[config.mk]
export PLATFORM = sky130hd
export DESIGN_NAME = bscan_chain
export DESIGN_NICKNAME = d
export VERILOG_FILES = /design/src/rtl/bscan_pkg.sv /design/src/rtl/bscan_ir_decode.sv /design/src/rtl/bscan_shift_chain.sv /design/src/rtl/bscan_update_bank.sv /design/src/rtl/bscan_chain.sv
export SDC_FILE = /design/constraint.sdc
export NUM_CORES = 1
export LEC_CHECK = 0
export ABC_CLOCK_PERIOD_IN_PS = 2800
export BUFFER_PORTS_ARGS = -buffer_cell sky130_fd_sc_hd__buf_2
export CAP_MARGIN = 20
export CORE_MARGIN = 10
export CORE_UTILIZATION = 48
export CTS_CLUSTER_SIZE = 16
export DETAILED_ROUTE_END_ITERATION = 12
export PLACE_DENSITY = 0.94
export SYNTH_ARGS = -nofsm -noshare
export SYNTH_HDL_FRONTEND = slang
export SYNTH_SLANG_ARGS = --single-unit
[constraint.sdc]
create_clock -name tck -period 2.8 [get_ports tck]
set_input_delay 0.14 -clock tck [delete_from_list [all_inputs] [get_ports tck]]
set_output_delay 0.14 -clock tck [all_outputs]
set_load 0.03 [all_outputs]
[src/rtl/bscan_pkg.sv]
package bscan_pkg;
  typedef enum logic [1:0] {
    OP_HOLD    = 2'd0,
    OP_CAPTURE = 2'd1,
    OP_SHIFT   = 2'd2
  } chain_op_e;
endpackage

[src/rtl/bscan_ir_decode.sv]
module bscan_ir_decode #(
  parameter int              IR_W        = 4,
  parameter logic [IR_W-1:0] EXTEST_CODE = '0,
  parameter logic [IR_W-1:0] SAMPLE_CODE = 'd1
) (
  input  logic [IR_W-1:0] instr,
  output logic            sel,
  output logic            extest
);
  always_comb begin
    extest = (instr == EXTEST_CODE);
    sel    = extest || (instr == SAMPLE_CODE);
  end
endmodule

[src/rtl/bscan_shift_chain.sv]
module bscan_shift_chain #(
  parameter int N = 8
) (
  input  logic                 tck,
  input  logic                 rst,
  input  bscan_pkg::chain_op_e op,
  input  logic                 tdi,
  input  logic [N-1:0]         pin_in,
  output logic [N-1:0]         stage_q
);
  logic [N-1:0] serial_in;

  assign serial_in = {stage_q[N-2:0], tdi};

  for (genvar i = 0; i < N; i++) begin : g_cell
    always_ff @(posedge tck) begin
      if (rst) begin
        stage_q[i] <= 1'b0;
      end else begin
        case (op)
          bscan_pkg::OP_CAPTURE: stage_q[i] <= pin_in[i];
          bscan_pkg::OP_SHIFT:   stage_q[i] <= serial_in[i];
          default:               stage_q[i] <= stage_q[i];
        endcase
      end
    end
  end
endmodule

[src/rtl/bscan_update_bank.sv]
module bscan_update_bank #(
  parameter int           N        = 8,
  parameter logic [N-1:0] SAFE_VAL = '0
) (
  input  logic         tck,
  input  logic         rst,
  input  logic         tlr,
  input  logic         load,
  input  logic [N-1:0] stage_q,
  output logic [N-1:0] latch_q
);
  for (genvar i = 0; i < N; i++) begin : g_hold
    always_ff @(negedge tck) begin
      if (rst || tlr) begin
        latch_q[i] <= SAFE_VAL[i];
      end else if (load) begin
        latch_q[i] <= stage_q[i];
      end
    end
  end
endmodule

[src/rtl/bscan_chain.sv]
module bscan_chain #(
  parameter int              N           = 8,
  parameter int              IR_W        = 4,
  parameter logic [IR_W-1:0] EXTEST_CODE = '0,
  parameter logic [IR_W-1:0] SAMPLE_CODE = 'd1,
  parameter logic [N-1:0]    SAFE_VAL    = '0
) (
  input  logic            tck,
  input  logic            rst,
  input  logic            tlr,
  input  logic            capture_dr,
  input  logic            shift_dr,
  input  logic            update_dr,
  input  logic [IR_W-1:0] instr,
  input  logic            tdi,
  input  logic [N-1:0]    pin_in,
  input  logic [N-1:0]    core_out,
  output logic            tdo,
  output logic [N-1:0]    pin_out,
  output logic            extest_mode
);
  import bscan_pkg::*;

  logic         sel_w;
  logic         extest_w;
  chain_op_e    op_w;
  logic [N-1:0] stage_q;
  logic [N-1:0] latch_q;

  bscan_ir_decode #(
    .IR_W(IR_W), .EXTEST_CODE(EXTEST_CODE), .SAMPLE_CODE(SAMPLE_CODE)
  ) dec_i (
    .instr(instr), .sel(sel_w), .extest(extest_w)
  );

  always_comb begin
    if (sel_w && capture_dr)    op_w = OP_CAPTURE;
    else if (sel_w && shift_dr) op_w = OP_SHIFT;
    else                        op_w = OP_HOLD;
  end

  bscan_shift_chain #(.N(N)) chain_i (
    .tck(tck), .rst(rst), .op(op_w), .tdi(tdi),
    .pin_in(pin_in), .stage_q(stage_q)
  );

  bscan_update_bank #(.N(N), .SAFE_VAL(SAFE_VAL)) bank_i (
    .tck(tck), .rst(rst), .tlr(tlr), .load(update_dr && sel_w),
    .stage_q(stage_q), .latch_q(latch_q)
  );

  for (genvar i = 0; i < N; i++) begin : g_pinmux
    assign pin_out[i] = extest_w ? latch_q[i] : core_out[i];
  end

  assign tdo         = stage_q[N-1];
  assign extest_mode = extest_w;
endmodule

Word-level counts from Yosys, hierarchy flattened
Index checks and enable logic that the tools add are counted.

Flip-flop bits (word level): 16. Bits in latches: 0. Bits in writable memories: 0. Bits in read-only memories: 0. Input port bits: 27. Output and inout port bits: 10. Word-level logic and storage cells: 44. Memories: 0.

Add/sub/neg operators: 0. $mul: 0. Div/mod/pow operators: 0. Magnitude comparators: 0. Eq/ne operators: 3. Shifts and indexed selects: 0. Multiplexer cells: 18. Bitwise logic cells: 0. Reduce and logical (&&, ||, !) cells: 7.

Operator list (count): $pmux 1 s2 (8); $mux 1 (8); $eq 4x1->1 const B (1); $logic_not 4->1 (1); $mux 2 (2); $logic_and 1x1->1 (3); $eq 2x1->1 const B (1); $eq 2x2->1 const B (1); $logic_or 1x1->1 (2); $reduce_bool 2->1 (1).

Longest topological paths before layout
Gate-level depths: netlist of the first run.

Depth after elaboration: 7. Depth in mapped cells: 4. Gate-level depth less buffers: 3.

By module
A second synthesis of the first run with hierarchy kept.

Cell total of the unflattened synthesis: 79. Area total of the unflattened synthesis: 859.6 sq um.

Modules (own cells, without submodules): bscan_shift_chain (instances 1, cells an instance 37, area each 390.4 sq um, sequential area each 160.2 sq um); bscan_update_bank (instances 1, cells an instance 28, area each 299.0 sq um, sequential area each 160.2 sq um); bscan_chain (instances 1, cells an instance 12, area each 152.6 sq um, sequential area each 0.0 sq um); bscan_ir_decode (instances 1, cells an instance 2, area each 17.5 sq um, sequential area each 0.0 sq um).

==> report_table.html, run 1 <==
<table>
<tr><th>Metric</th><th>Value</th></tr>
<tr><th colspan="2">Status</th></tr>
<tr><td>Status</td><td>finished, final reports clean</td></tr>
<tr><th colspan="2">Cells and area</th></tr>
<tr><td>Nets</td><td>161</td></tr>
<tr><td>Most common cell after layout, fill and taps aside</td><td>sky130_fd_sc_hd__buf_2</td></tr>
<tr><td>Fraction of layout instances using a drive strength above 1</td><td>0.391</td></tr>
<tr><td>Leading cell types in the layout, fill and taps excluded</td><td>36 x sky130_fd_sc_hd__buf_2, 16 x sky130_fd_sc_hd__nand2_1, 16 x sky130_fd_sc_hd__dfxtp_1, 15 x sky130_fd_sc_hd__a21oi_1, 11 x sky130_fd_sc_hd__inv_1</td></tr>
<tr><td>Non-filler cells, final</td><td>149</td></tr>
<tr><td>Antenna Diode Count</td><td>0</td></tr>
<tr><td>Area added between synthesis and finish</td><td>30.5%</td></tr>
<tr><th colspan="2">CTS</th></tr>
<tr><td>Number of buffers created by CTS</td><td>3</td></tr>
<tr><td>Cts repair resizes</td><td>0</td></tr>
<tr><td>CTS root buf</td><td>sky130_fd_sc_hd__clkbuf_4</td></tr>
<tr><td>Number of buffers inserted to repair setup after CTS</td><td>0</td></tr>
<tr><td>Level count of the clock H-tree</td><td>1</td></tr>
<tr><td>Clock sink total</td><td>16</td></tr>
<tr><td>Count of hold-fix buffers inserted at cts</td><td>0</td></tr>
<tr><td>Clock Tree Buf Depth</td><td>2</td></tr>
<tr><td>Clock-pin transition on the worst setup and hold timing paths</td><td>0.10 ns</td></tr>
<tr><td>Insertion delay of the later-clocked pin in the worst-skew pair</td><td>0.34 ns</td></tr>
<tr><td>CTS tree</td><td>yes</td></tr>
<tr><th colspan="2">Pwr</th></tr>
<tr><td>PnR Total Power</td><td>0.000475 W</td></tr>
<tr><td>Portion of total power attributed to sequential cells</td><td>0.493</td></tr>
<tr><td>Fraction of power consumed by combinational cells</td><td>0.163</td></tr>
<tr><td>Cell internal power dissipation</td><td>0.000329 W</td></tr>
<tr><td>Part of the total power dissipated in the clock network</td><td>0.344</td></tr>
<tr><td>Total power density per cell area</td><td>459 mW/mm2</td></tr>
<tr><td>Net switching fraction of the power</td><td>0.306</td></tr>
<tr><td>Leakage power summed over all cells</td><td>0.443 nW</td></tr>
<tr><td>P_sw</td><td>0.000145 W</td></tr>
<tr><td>Peak supply drop</td><td>0.387 mV</td></tr>
<tr><th colspan="2">Logic synthesis</th></tr>
<tr><td>Synthesized netlist cell count</td><td>90</td></tr>
<tr><td>Yosys warning total</td><td>0</td></tr>
<tr><td>Number of distinct library cells after synthesis</td><td>21</td></tr>
<tr><td>Part of the Yosys area used for sequential elements</td><td>0.404</td></tr>
<tr><td>Flops &amp; latches, synth</td><td>16</td></tr>
<tr><td>Synthesized net count</td><td>117</td></tr>
<tr><td>Post-synthesis cell area</td><td>792 um2</td></tr>
<tr><td>Post-synthesis average cell area</td><td>8.80 um2</td></tr>
<tr><th colspan="2">Place</th></tr>
<tr><td>Placed cell count</td><td>138</td></tr>
<tr><td>Final Wtd Congestion</td><td>0.816</td></tr>
<tr><td>Final HPWL DP</td><td>1.76 mm</td></tr>
<tr><td>Buffers on Ports</td><td>36</td></tr>
<tr><td>Placement-stage worst setup slack</td><td>0.149 ns</td></tr>
<tr><th colspan="2">Drt</th></tr>
<tr><td>Total wire length</td><td>2.18 mm</td></tr>
<tr><td>Met2 Wirelength</td><td>1.07 mm</td></tr>
<tr><td>Remaining DRCs</td><td>0</td></tr>
<tr><td>Uppermost layer routed</td><td>met4</td></tr>
<tr><td>Pre-antenna DRT Iters</td><td>4</td></tr>
<tr><td>Via count normalized by instance count</td><td>5.71</td></tr>
<tr><td>Total via count after detailed routing</td><td>851</td></tr>
<tr><td>Remaining number of nets flagged by the antenna check after routing</td><td>0</td></tr>
<tr><td>Wirelength per Cell</td><td>14.6 um</td></tr>
<tr><td>Drt first-iter violations</td><td>21</td></tr>
<tr><td>Detailed-route wire length on metal 1</td><td>796 um</td></tr>
<tr><td>Met3 WL</td><td>285 um</td></tr>
<tr><th colspan="2">Die</th></tr>
<tr><td>DIE AREA</td><td>0.00367 mm2</td></tr>
<tr><td>Num ports</td><td>37</td></tr>
<tr><td>Die outline height</td><td>60.6 um</td></tr>
<tr><td>Number of cell rows</td><td>14</td></tr>
<tr><td>Initial standard-cell utilization of the core</td><td>0.514</td></tr>
<tr><td>Width of the die</td><td>60.6 um</td></tr>
<tr><td>Core Box Area</td><td>0.00154 mm2</td></tr>
<tr><th colspan="2">Critical path</th></tr>
<tr><td>Largest stage delay on the critical path</td><td>0.31 ns</td></tr>
<tr><td>Critical-path maximum fanout</td><td>2</td></tr>
<tr><td>Crit. End Element</td><td>output pin</td></tr>
<tr><td>Cells along the critical path</td><td>mux2_1 &gt; buf_2</td></tr>
<tr><td>Worst endpoint required time</td><td>2.66 ns</td></tr>
<tr><td>Type of origin of the critical path</td><td>flop</td></tr>
<tr><td>Type of the worst setup path</td><td>reg2out</td></tr>
<tr><td>Sum of buffers and inverters on the critical path</td><td>1</td></tr>
<tr><td>Critical Path AT</td><td>2.51 ns</td></tr>
<tr><td>Worst path top cell family by delay</td><td>flip-flops</td></tr>
<tr><td>R2R Setup Slk</td><td>0.81 ns</td></tr>
<tr><td>Cell at the slowest stage of the critical path</td><td>sky130_fd_sc_hd__dfxtp_1</td></tr>
<tr><th colspan="2">STA</th></tr>
<tr><td>Total Negative Setup Slacks</td><td>0 ns</td></tr>
<tr><td>Setup repair after global routing missed its margin</td><td>false</td></tr>
<tr><td>Final worst slack</td><td>0.151 ns</td></tr>
<tr><td>Max-Slew Margin vs Limit</td><td>0.589</td></tr>
<tr><td>Slew Limit Fails</td><td>0</td></tr>
<tr><td>Slew at the pin closest to its max-slew limit</td><td>0.615 ns</td></tr>
<tr><td>Endpoints failing setup</td><td>0</td></tr>
<tr><td>Hold Violations, Final</td><td>0</td></tr>
<tr><td>Minimum hold slack</td><td>0.117 ns</td></tr>
<tr><td>Final setup skew</td><td>0.0606 ns</td></tr>
<tr><th colspan="2">Hold path</th></tr>
<tr><td>Worst min path class</td><td>in2reg</td></tr>
<tr><th colspan="2">Flow run</th></tr>
<tr><td>Max-cap violations</td><td>0</td></tr>
<tr><th colspan="2">Global route</th></tr>
<tr><td>Number of antenna violations at the first check in global routing</td><td>0</td></tr>
<tr><td>Via count of the first global-routing pass</td><td>785</td></tr>
<tr><td>Maximum number of pins on one net before global-route repair</td><td>10</td></tr>
<tr><td>Total routing usage reported by global routing</td><td>0.113</td></tr>
<tr><td>Global-route congestion overflow total</td><td>0</td></tr>
<tr><td>First-pass GRT wire length</td><td>3.39 mm</td></tr>
</table>
cell families after synthesis:
kind of cell           after synthesis  share of synthesized area
AOI/OAI and AO/OA                   32                      0.245
buffers and inverters                9                     0.0442
DFF                                 16                      0.404
muxes                                8                      0.114
and+or+nand+nor                     25                      0.193
worst reg2reg max path, stage by stage (launching register included):
cell and delay (ns):
sky130_fd_sc_hd__dfxtp_1 0.37, sky130_fd_sc_hd__nand2_1 0.07, sky130_fd_sc_hd__a21oi_1 0.13
per-stage QoR:
step	area, um2	util
after CTS	1030	0.670
after global routing	1030	0.670
after floorplan	792	-
after global placement	980	0.636
after detailed placement	980	0.636
final	1030	0.670
cell type report:
cell class	count	area, um2
flip-flops and latches	16	320
well taps	16	20.0
clock inverters	9	35.0
fillers	122	508
clock buffers	3	22.5
repair buffers	37	188
inverters	3	11.3
multi-input cells	65	437
path summary, 6_finish.rpt:
check,cells past startpoint,end,start
max reg2reg,2,bank_i.latch_q[4]$_SDFFE_NP0P_,chain_i.stage_q[4]$_SDFFE_PP0P_
max,2,pin_out[2],bank_i.latch_q[2]$_SDFFE_NP0P_
min reg2reg,2,bank_i.latch_q[7]$_SDFFE_NP0P_,bank_i.latch_q[7]$_SDFFE_NP0P_
min,2,chain_i.stage_q[1]$_SDFFE_PP0P_,rst
Yosys cell counts:
master | count | area share
sky130_fd_sc_hd__dfxtp_1 | 16 | 0.40
sky130_fd_sc_hd__buf_1 | 1 | 0.0047
sky130_fd_sc_hd__a32oi_1 | 7 | 0.077
sky130_fd_sc_hd__a21oi_1 | 15 | 0.095
sky130_fd_sc_hd__nor2b_1 | 1 | 0.0079
sky130_fd_sc_hd__inv_1 | 4 | 0.019
sky130_fd_sc_hd__a221oi_1 | 1 | 0.011
sky130_fd_sc_hd__nor2_1 | 1 | 0.0047
sky130_fd_sc_hd__buf_2 | 1 | 0.0063
sky130_fd_sc_hd__o21ai_0 | 8 | 0.051
sky130_fd_sc_hd__nand2_1 | 16 | 0.076
sky130_fd_sc_hd__nor3_2 | 1 | 0.013
sky130_fd_sc_hd__or2_2 | 1 | 0.0079
sky130_fd_sc_hd__mux2_1 | 2 | 0.028
sky130_fd_sc_hd__nor2_8 | 1 | 0.025
sky130_fd_sc_hd__or3_1 | 1 | 0.0079
sky130_fd_sc_hd__mux2_2 | 6 | 0.085
sky130_fd_sc_hd__or4b_1 | 1 | 0.013
sky130_fd_sc_hd__clkbuf_1 | 3 | 0.014
sky130_fd_sc_hd__a22o_1 | 1 | 0.011
sky130_fd_sc_hd__nor4b_2 | 2 | 0.038
layer usage:
metal,global-route usage,up-vias
li1,-,416
met3,0.0438,4
met5,0,-
met2,0.201,45
met4,0.0282,0
met1,0.121,386
state kept, by name (all words and copies together), names as in the netlist:
signal           cells
chain_i.stage_q      8
bank_i.latch_q       8
power by group through the flow:
stage / Clock (W) / Combinational [W] / Sequential [W]
floorplan: 0.0000198 / 0.0000435 / 0.000238
global placement: 0.0000198 / 0.0000750 / 0.000238
detailed placement: 0.0000198 / 0.0000769 / 0.000238
CTS: 0.000166 / 0.0000777 / 0.000234
global route: 0.000183 / 0.0000834 / 0.000234
finish: 0.000163 / 0.0000775 / 0.000234
(Power assumes the default switching activity.)
==> inputs of run 2 (changes only) <==
--- a/config.mk
+++ b/config.mk
@@ -9,10 +9,12 @@
 export BUFFER_PORTS_ARGS = -buffer_cell sky130_fd_sc_hd__buf_2
 export CAP_MARGIN = 20
 export CORE_MARGIN = 10
-export CORE_UTILIZATION = 48
+export CORE_UTILIZATION = 49
 export CTS_CLUSTER_SIZE = 16
 export DETAILED_ROUTE_END_ITERATION = 12
+export MAX_ROUTING_LAYER = met4
 export PLACE_DENSITY = 0.94
 export SYNTH_ARGS = -nofsm -noshare
 export SYNTH_HDL_FRONTEND = slang
+export SYNTH_HIERARCHICAL = 1
 export SYNTH_SLANG_ARGS = --single-unit
==> run 2 against run 1 <==
Final cell count decreased by 6.7%; sequential power increased by 2%; non-clock buffer count increased by 1; via count decreased by 17%; largest power group unchanged.
==> report_table.html, run 2 <==
<table>
<tr><th>Metric</th><th>Value</th></tr>
<tr><th colspan="2">Status</th></tr>
<tr><td>Status</td><td>finished, final reports clean</td></tr>
<tr><th colspan="2">STA</th></tr>
<tr><td>Slew at the pin closest to its max-slew limit</td><td>0.465 ns (-0.149 ns)</td></tr>
<tr><td>Setup repair after global routing missed its margin</td><td>false</td></tr>
<tr><td>Endpoints failing setup</td><td>0 (unchanged)</td></tr>
<tr><td>Total Negative Setup Slacks</td><td>0 ns (unchanged)</td></tr>
<tr><td>Max-Slew Margin vs Limit</td><td>0.690 (+0.101)</td></tr>
<tr><td>Hold Violations, Final</td><td>0 (unchanged)</td></tr>
<tr><td>Slew Limit Fails</td><td>0 (unchanged)</td></tr>
<tr><td>Final setup skew</td><td>0.0604 ns (-0.000245 ns)</td></tr>
<tr><th colspan="2">Critical path</th></tr>
<tr><td>Critical Path AT</td><td>2.49 ns (-0.02 ns)</td></tr>
<tr><td>Worst endpoint required time</td><td>2.66 ns (about the same)</td></tr>
<tr><td>R2R Setup Slk</td><td>0.76 ns (-0.05 ns)</td></tr>
<tr><td>Crit. End Element</td><td>output pin</td></tr>
<tr><td>Cell at the slowest stage of the critical path</td><td>sky130_fd_sc_hd__dfxtp_1</td></tr>
<tr><td>Type of the worst setup path</td><td>reg2out</td></tr>
<tr><td>Type of origin of the critical path</td><td>flop</td></tr>
<tr><td>Reg2Reg Depth</td><td>2 (unchanged)</td></tr>
<tr><td>Largest stage delay on the critical path</td><td>0.31 ns (about the same)</td></tr>
<tr><td>Critical-path maximum fanout</td><td>2 (unchanged)</td></tr>
<tr><td>Cells along the critical path</td><td>mux2_4 &gt; buf_2</td></tr>
<tr><th colspan="2">Drt</th></tr>
<tr><td>Remaining number of nets flagged by the antenna check after routing</td><td>0 (unchanged)</td></tr>
<tr><td>Wirelength per Cell</td><td>13.9 um (-4.8%)</td></tr>
<tr><td>Via count normalized by instance count</td><td>5.08 (-11%)</td></tr>
<tr><td>Drt first-iter violations</td><td>5 (-76%)</td></tr>
<tr><td>Total wire length</td><td>1.93 mm (-11%)</td></tr>
<tr><td>Remaining DRCs</td><td>0 (unchanged)</td></tr>
<tr><td>Total via count after detailed routing</td><td>706 (-17%)</td></tr>
<tr><td>Pre-antenna DRT Iters</td><td>4 (unchanged)</td></tr>
<tr><th colspan="2">Flow run</th></tr>
<tr><td>Max-cap violations</td><td>0 (unchanged)</td></tr>
<tr><th colspan="2">Hold path</th></tr>
<tr><td>Worst min path class</td><td>in2reg</td></tr>
<tr><td>Hold Crit Depth</td><td>2 (unchanged)</td></tr>
<tr><th colspan="2">Global route</th></tr>
<tr><td>Total routing usage reported by global routing</td><td>0.107 (-0.00560)</td></tr>
<tr><td>First-pass GRT wire length</td><td>3.02 mm (-11%)</td></tr>
<tr><td>Via count of the first global-routing pass</td><td>739 (-5.9%)</td></tr>
<tr><td>Number of antenna violations at the first check in global routing</td><td>0 (unchanged)</td></tr>
<tr><td>Met3 capacity usage during global routing</td><td>0.0183 (-0.0255)</td></tr>
<tr><td>Maximum number of pins on one net before global-route repair</td><td>10 (unchanged)</td></tr>
<tr><td>Met1 usage in global routing</td><td>0.113 (-0.00781)</td></tr>
<tr><td>Busiest metal layer after global routing</td><td>met2</td></tr>
<tr><td>Global-route congestion overflow total</td><td>0 (unchanged)</td></tr>
<tr><td>Global-route track usage on met2</td><td>0.182 (-0.0193)</td></tr>
<tr><th colspan="2">Cells and area</th></tr>
<tr><td>Most common cell after layout, fill and taps aside</td><td>sky130_fd_sc_hd__buf_2</td></tr>
<tr><td>Antenna Diode Count</td><td>0 (unchanged)</td></tr>
<tr><td>Nets</td><td>152 (-5.6%)</td></tr>
<tr><td>Fraction of layout instances using a drive strength above 1</td><td>0.418 (+0.0271)</td></tr>
<tr><td>Top Registers</td><td>bank_i/latch_q x8, chain_i/stage_q x8</td></tr>
<tr><td>Area added between synthesis and finish</td><td>25.5%</td></tr>
<tr><td>Leading cell types in the layout, fill and taps excluded</td><td>36 x sky130_fd_sc_hd__buf_2, 16 x sky130_fd_sc_hd__mux2i_1, 16 x sky130_fd_sc_hd__dfxtp_1, 9 x sky130_fd_sc_hd__inv_1</td></tr>
<tr><td>Non-filler cells, final</td><td>139 (-6.7%)</td></tr>
<tr><th colspan="2">Place</th></tr>
<tr><td>Final HPWL DP</td><td>1.61 mm (-8.4%)</td></tr>
<tr><td>Final Wtd Congestion</td><td>0.806 (-1.2%)</td></tr>
<tr><td>Buffers on Ports</td><td>36 (unchanged)</td></tr>
<tr><td>Placed cell count</td><td>129 (-6.5%)</td></tr>
<tr><th colspan="2">CTS</th></tr>
<tr><td>Count of hold-fix buffers inserted at cts</td><td>0 (unchanged)</td></tr>
<tr><td>CTS root buf</td><td>sky130_fd_sc_hd__clkbuf_4</td></tr>
<tr><td>Cts repair resizes</td><td>0 (unchanged)</td></tr>
<tr><td>Clock sink total</td><td>16 (unchanged)</td></tr>
<tr><td>Number of buffers created by CTS</td><td>3 (unchanged)</td></tr>
<tr><td>Insertion delay of the later-clocked pin in the worst-skew pair</td><td>0.35 ns (about the same)</td></tr>
<tr><td>Level count of the clock H-tree</td><td>1 (unchanged)</td></tr>
<tr><td>Clock-pin transition on the worst setup and hold timing paths</td><td>0.09 ns (about the same)</td></tr>
<tr><td>Number of buffers inserted to repair setup after CTS</td><td>0 (unchanged)</td></tr>
<tr><td>CTS tree</td><td>yes</td></tr>
<tr><td>Clock Tree Buf Depth</td><td>2 (unchanged)</td></tr>
<tr><th colspan="2">Logic synthesis</th></tr>
<tr><td>Asr flop ratio synth</td><td>0 (unchanged)</td></tr>
<tr><td>Synth top cells by count</td><td>16 x sky130_fd_sc_hd__dfxtp_1, 16 x sky130_fd_sc_hd__mux2i_1, 8 x sky130_fd_sc_hd__a211oi_1, 8 x sky130_fd_sc_hd__mux2_4, 8 x sky130_fd_sc_hd__nor2_1</td></tr>
<tr><td>Synthesized netlist cell count</td><td>79 (-12%)</td></tr>
<tr><td>Number of distinct library cells after synthesis</td><td>18 (-14%)</td></tr>
<tr><td>Post-synthesis cell area</td><td>860 um2 (+8.5%)</td></tr>
<tr><td>Flops &amp; latches, synth</td><td>16 (unchanged)</td></tr>
<tr><td>Post-synthesis average cell area</td><td>10.9 um2 (+24%)</td></tr>
<tr><td>EDFF count, synth</td><td>0 (unchanged)</td></tr>
<tr><td>Ranking of synthesized cells by area</td><td>sky130_fd_sc_hd__dfxtp_1 37%, sky130_fd_sc_hd__mux2i_1 19%, sky130_fd_sc_hd__mux2_4 14%</td></tr>
<tr><td>Area share of the largest cell type after synthesis</td><td>0.373 (-0.0318)</td></tr>
<tr><td>Synthesized net count</td><td>107 (-8.5%)</td></tr>
<tr><td>Top flip-flop cell by instance count after synthesis</td><td>sky130_fd_sc_hd__dfxtp_1</td></tr>
<tr><td>Part of the Yosys area used for sequential elements</td><td>0.373 (-0.0318)</td></tr>
<tr><td>Yosys warning total</td><td>6 (+6)</td></tr>
<tr><td>Cell type with the highest aggregate area in the netlist</td><td>sky130_fd_sc_hd__dfxtp_1</td></tr>
<tr><th colspan="2">Die</th></tr>
<tr><td>Initial standard-cell utilization of the core</td><td>0.509 (-0.00491)</td></tr>
<tr><td>DIE AREA</td><td>0.00383 mm2 (+4.2%)</td></tr>
<tr><td>Core Box Area</td><td>0.00169 mm2 (+9.6%)</td></tr>
<tr><td>Die outline height</td><td>61.9 um (+2.1%)</td></tr>
<tr><td>Num ports</td><td>37 (unchanged)</td></tr>
<tr><td>Number of cell rows</td><td>15 (+1)</td></tr>
<tr><td>Width of the die</td><td>61.9 um (+2.1%)</td></tr>
<tr><th colspan="2">Pwr</th></tr>
<tr><td>Net switching fraction of the power</td><td>0.302 (-0.00356)</td></tr>
<tr><td>Fraction of power consumed by combinational cells</td><td>0.174 (+0.011)</td></tr>
<tr><td>Cell internal power dissipation</td><td>0.000342 W (+3.8%)</td></tr>
<tr><td>Leakage power summed over all cells</td><td>0.487 nW (+9.8%)</td></tr>
<tr><td>Total power density per cell area</td><td>455 mW/mm2 (-1.0%)</td></tr>
<tr><td>P_sw</td><td>0.000148 W (+2.1%)</td></tr>
<tr><td>Peak supply drop</td><td>0.234 mV (-40%)</td></tr>
<tr><td>Part of the total power dissipated in the clock network</td><td>0.338 (-0.006)</td></tr>
<tr><td>Portion of total power attributed to sequential cells</td><td>0.488 (-0.005)</td></tr>
</table>
==> run 2: cell type report <==
cell class	instances	area [um2]
multi-input combinational	55	482
inverter	2	7.51
clock inverter	8	30.0
tap	17	21.3
fill	136	611
timing repair buffer	38	195
clock buffer	3	22.5
sequential	16	320
==> run 2: logic make-up after synthesis <==
family / share of synthesized area
muxes: 0.326
DFF: 0.373
adders and majority gates: 0.0146
buffers and inverters: 0.0670
AOI/OAI and AO/OA: 0.0699
and+or+nand+nor: 0.150
==> run 2: final timing paths <==
path,start,endpoint
hold / removal,rst,chain_i/stage_q[2]$_SDFFE_PP0P_
hold reg to reg,bank_i/latch_q[2]$_SDFFE_NP0P_,bank_i/latch_q[2]$_SDFFE_NP0P_
setup / recovery,bank_i/latch_q[4]$_SDFFE_NP0P_,pin_out[4]
setup reg to reg,chain_i/stage_q[3]$_SDFFE_PP0P_,bank_i/latch_q[3]$_SDFFE_NP0P_
==> run 2: power by group through the flow <==
stage / Clock [W] / Sequential [W] / Combinational [W]
2_1_floorplan: 0.0000198 / 0.000244 / 0.0000573
3_3_place_gp: 0.0000198 / 0.000243 / 0.0000839
3_5_place_dp: 0.0000198 / 0.000244 / 0.0000865
4_1_cts: 0.000168 / 0.000239 / 0.0000868
5_1_grt: 0.000179 / 0.000240 / 0.0000936
6_report: 0.000166 / 0.000239 / 0.0000854
==> run 2: worst max-delay path, delay by kind of cell, from the launching register on <==
kind	cells	cell delay (ns)
buffers and inverters	1	0.18
DFF	1	0.31
muxes	1	0.25
==> run 2: stage by stage <==
stage / cell area (um2) / setup slack [ns] / util / power, W / hold slack (ns)
after CTS: 1080 / 0.166 / 0.639 / 0.000494 / 0.114
after detailed placement: 1030 / 0.181 / 0.610 / 0.000350 / 0.433
after global routing: 1080 / 0.142 / 0.639 / 0.000513 / 0.117
after global placement: 1030 / 0.229 / 0.610 / 0.000347 / 0.418
final: 1080 / 0.169 / 0.639 / 0.000490 / 0.119
after floorplan: 860 / 0.404 / - / 0.000321 / 0.349
==> run 2: routing by layer <==
| layer | part of all wire | vias up |
|---|---|---|
| met5 | 0 | - |
| met4 | 0.026 | 0 |
| met3 | 0.064 | 5 |
| met2 | 0.47 | 25 |
| met1 | 0.44 | 312 |
| li1 | - | 364 |
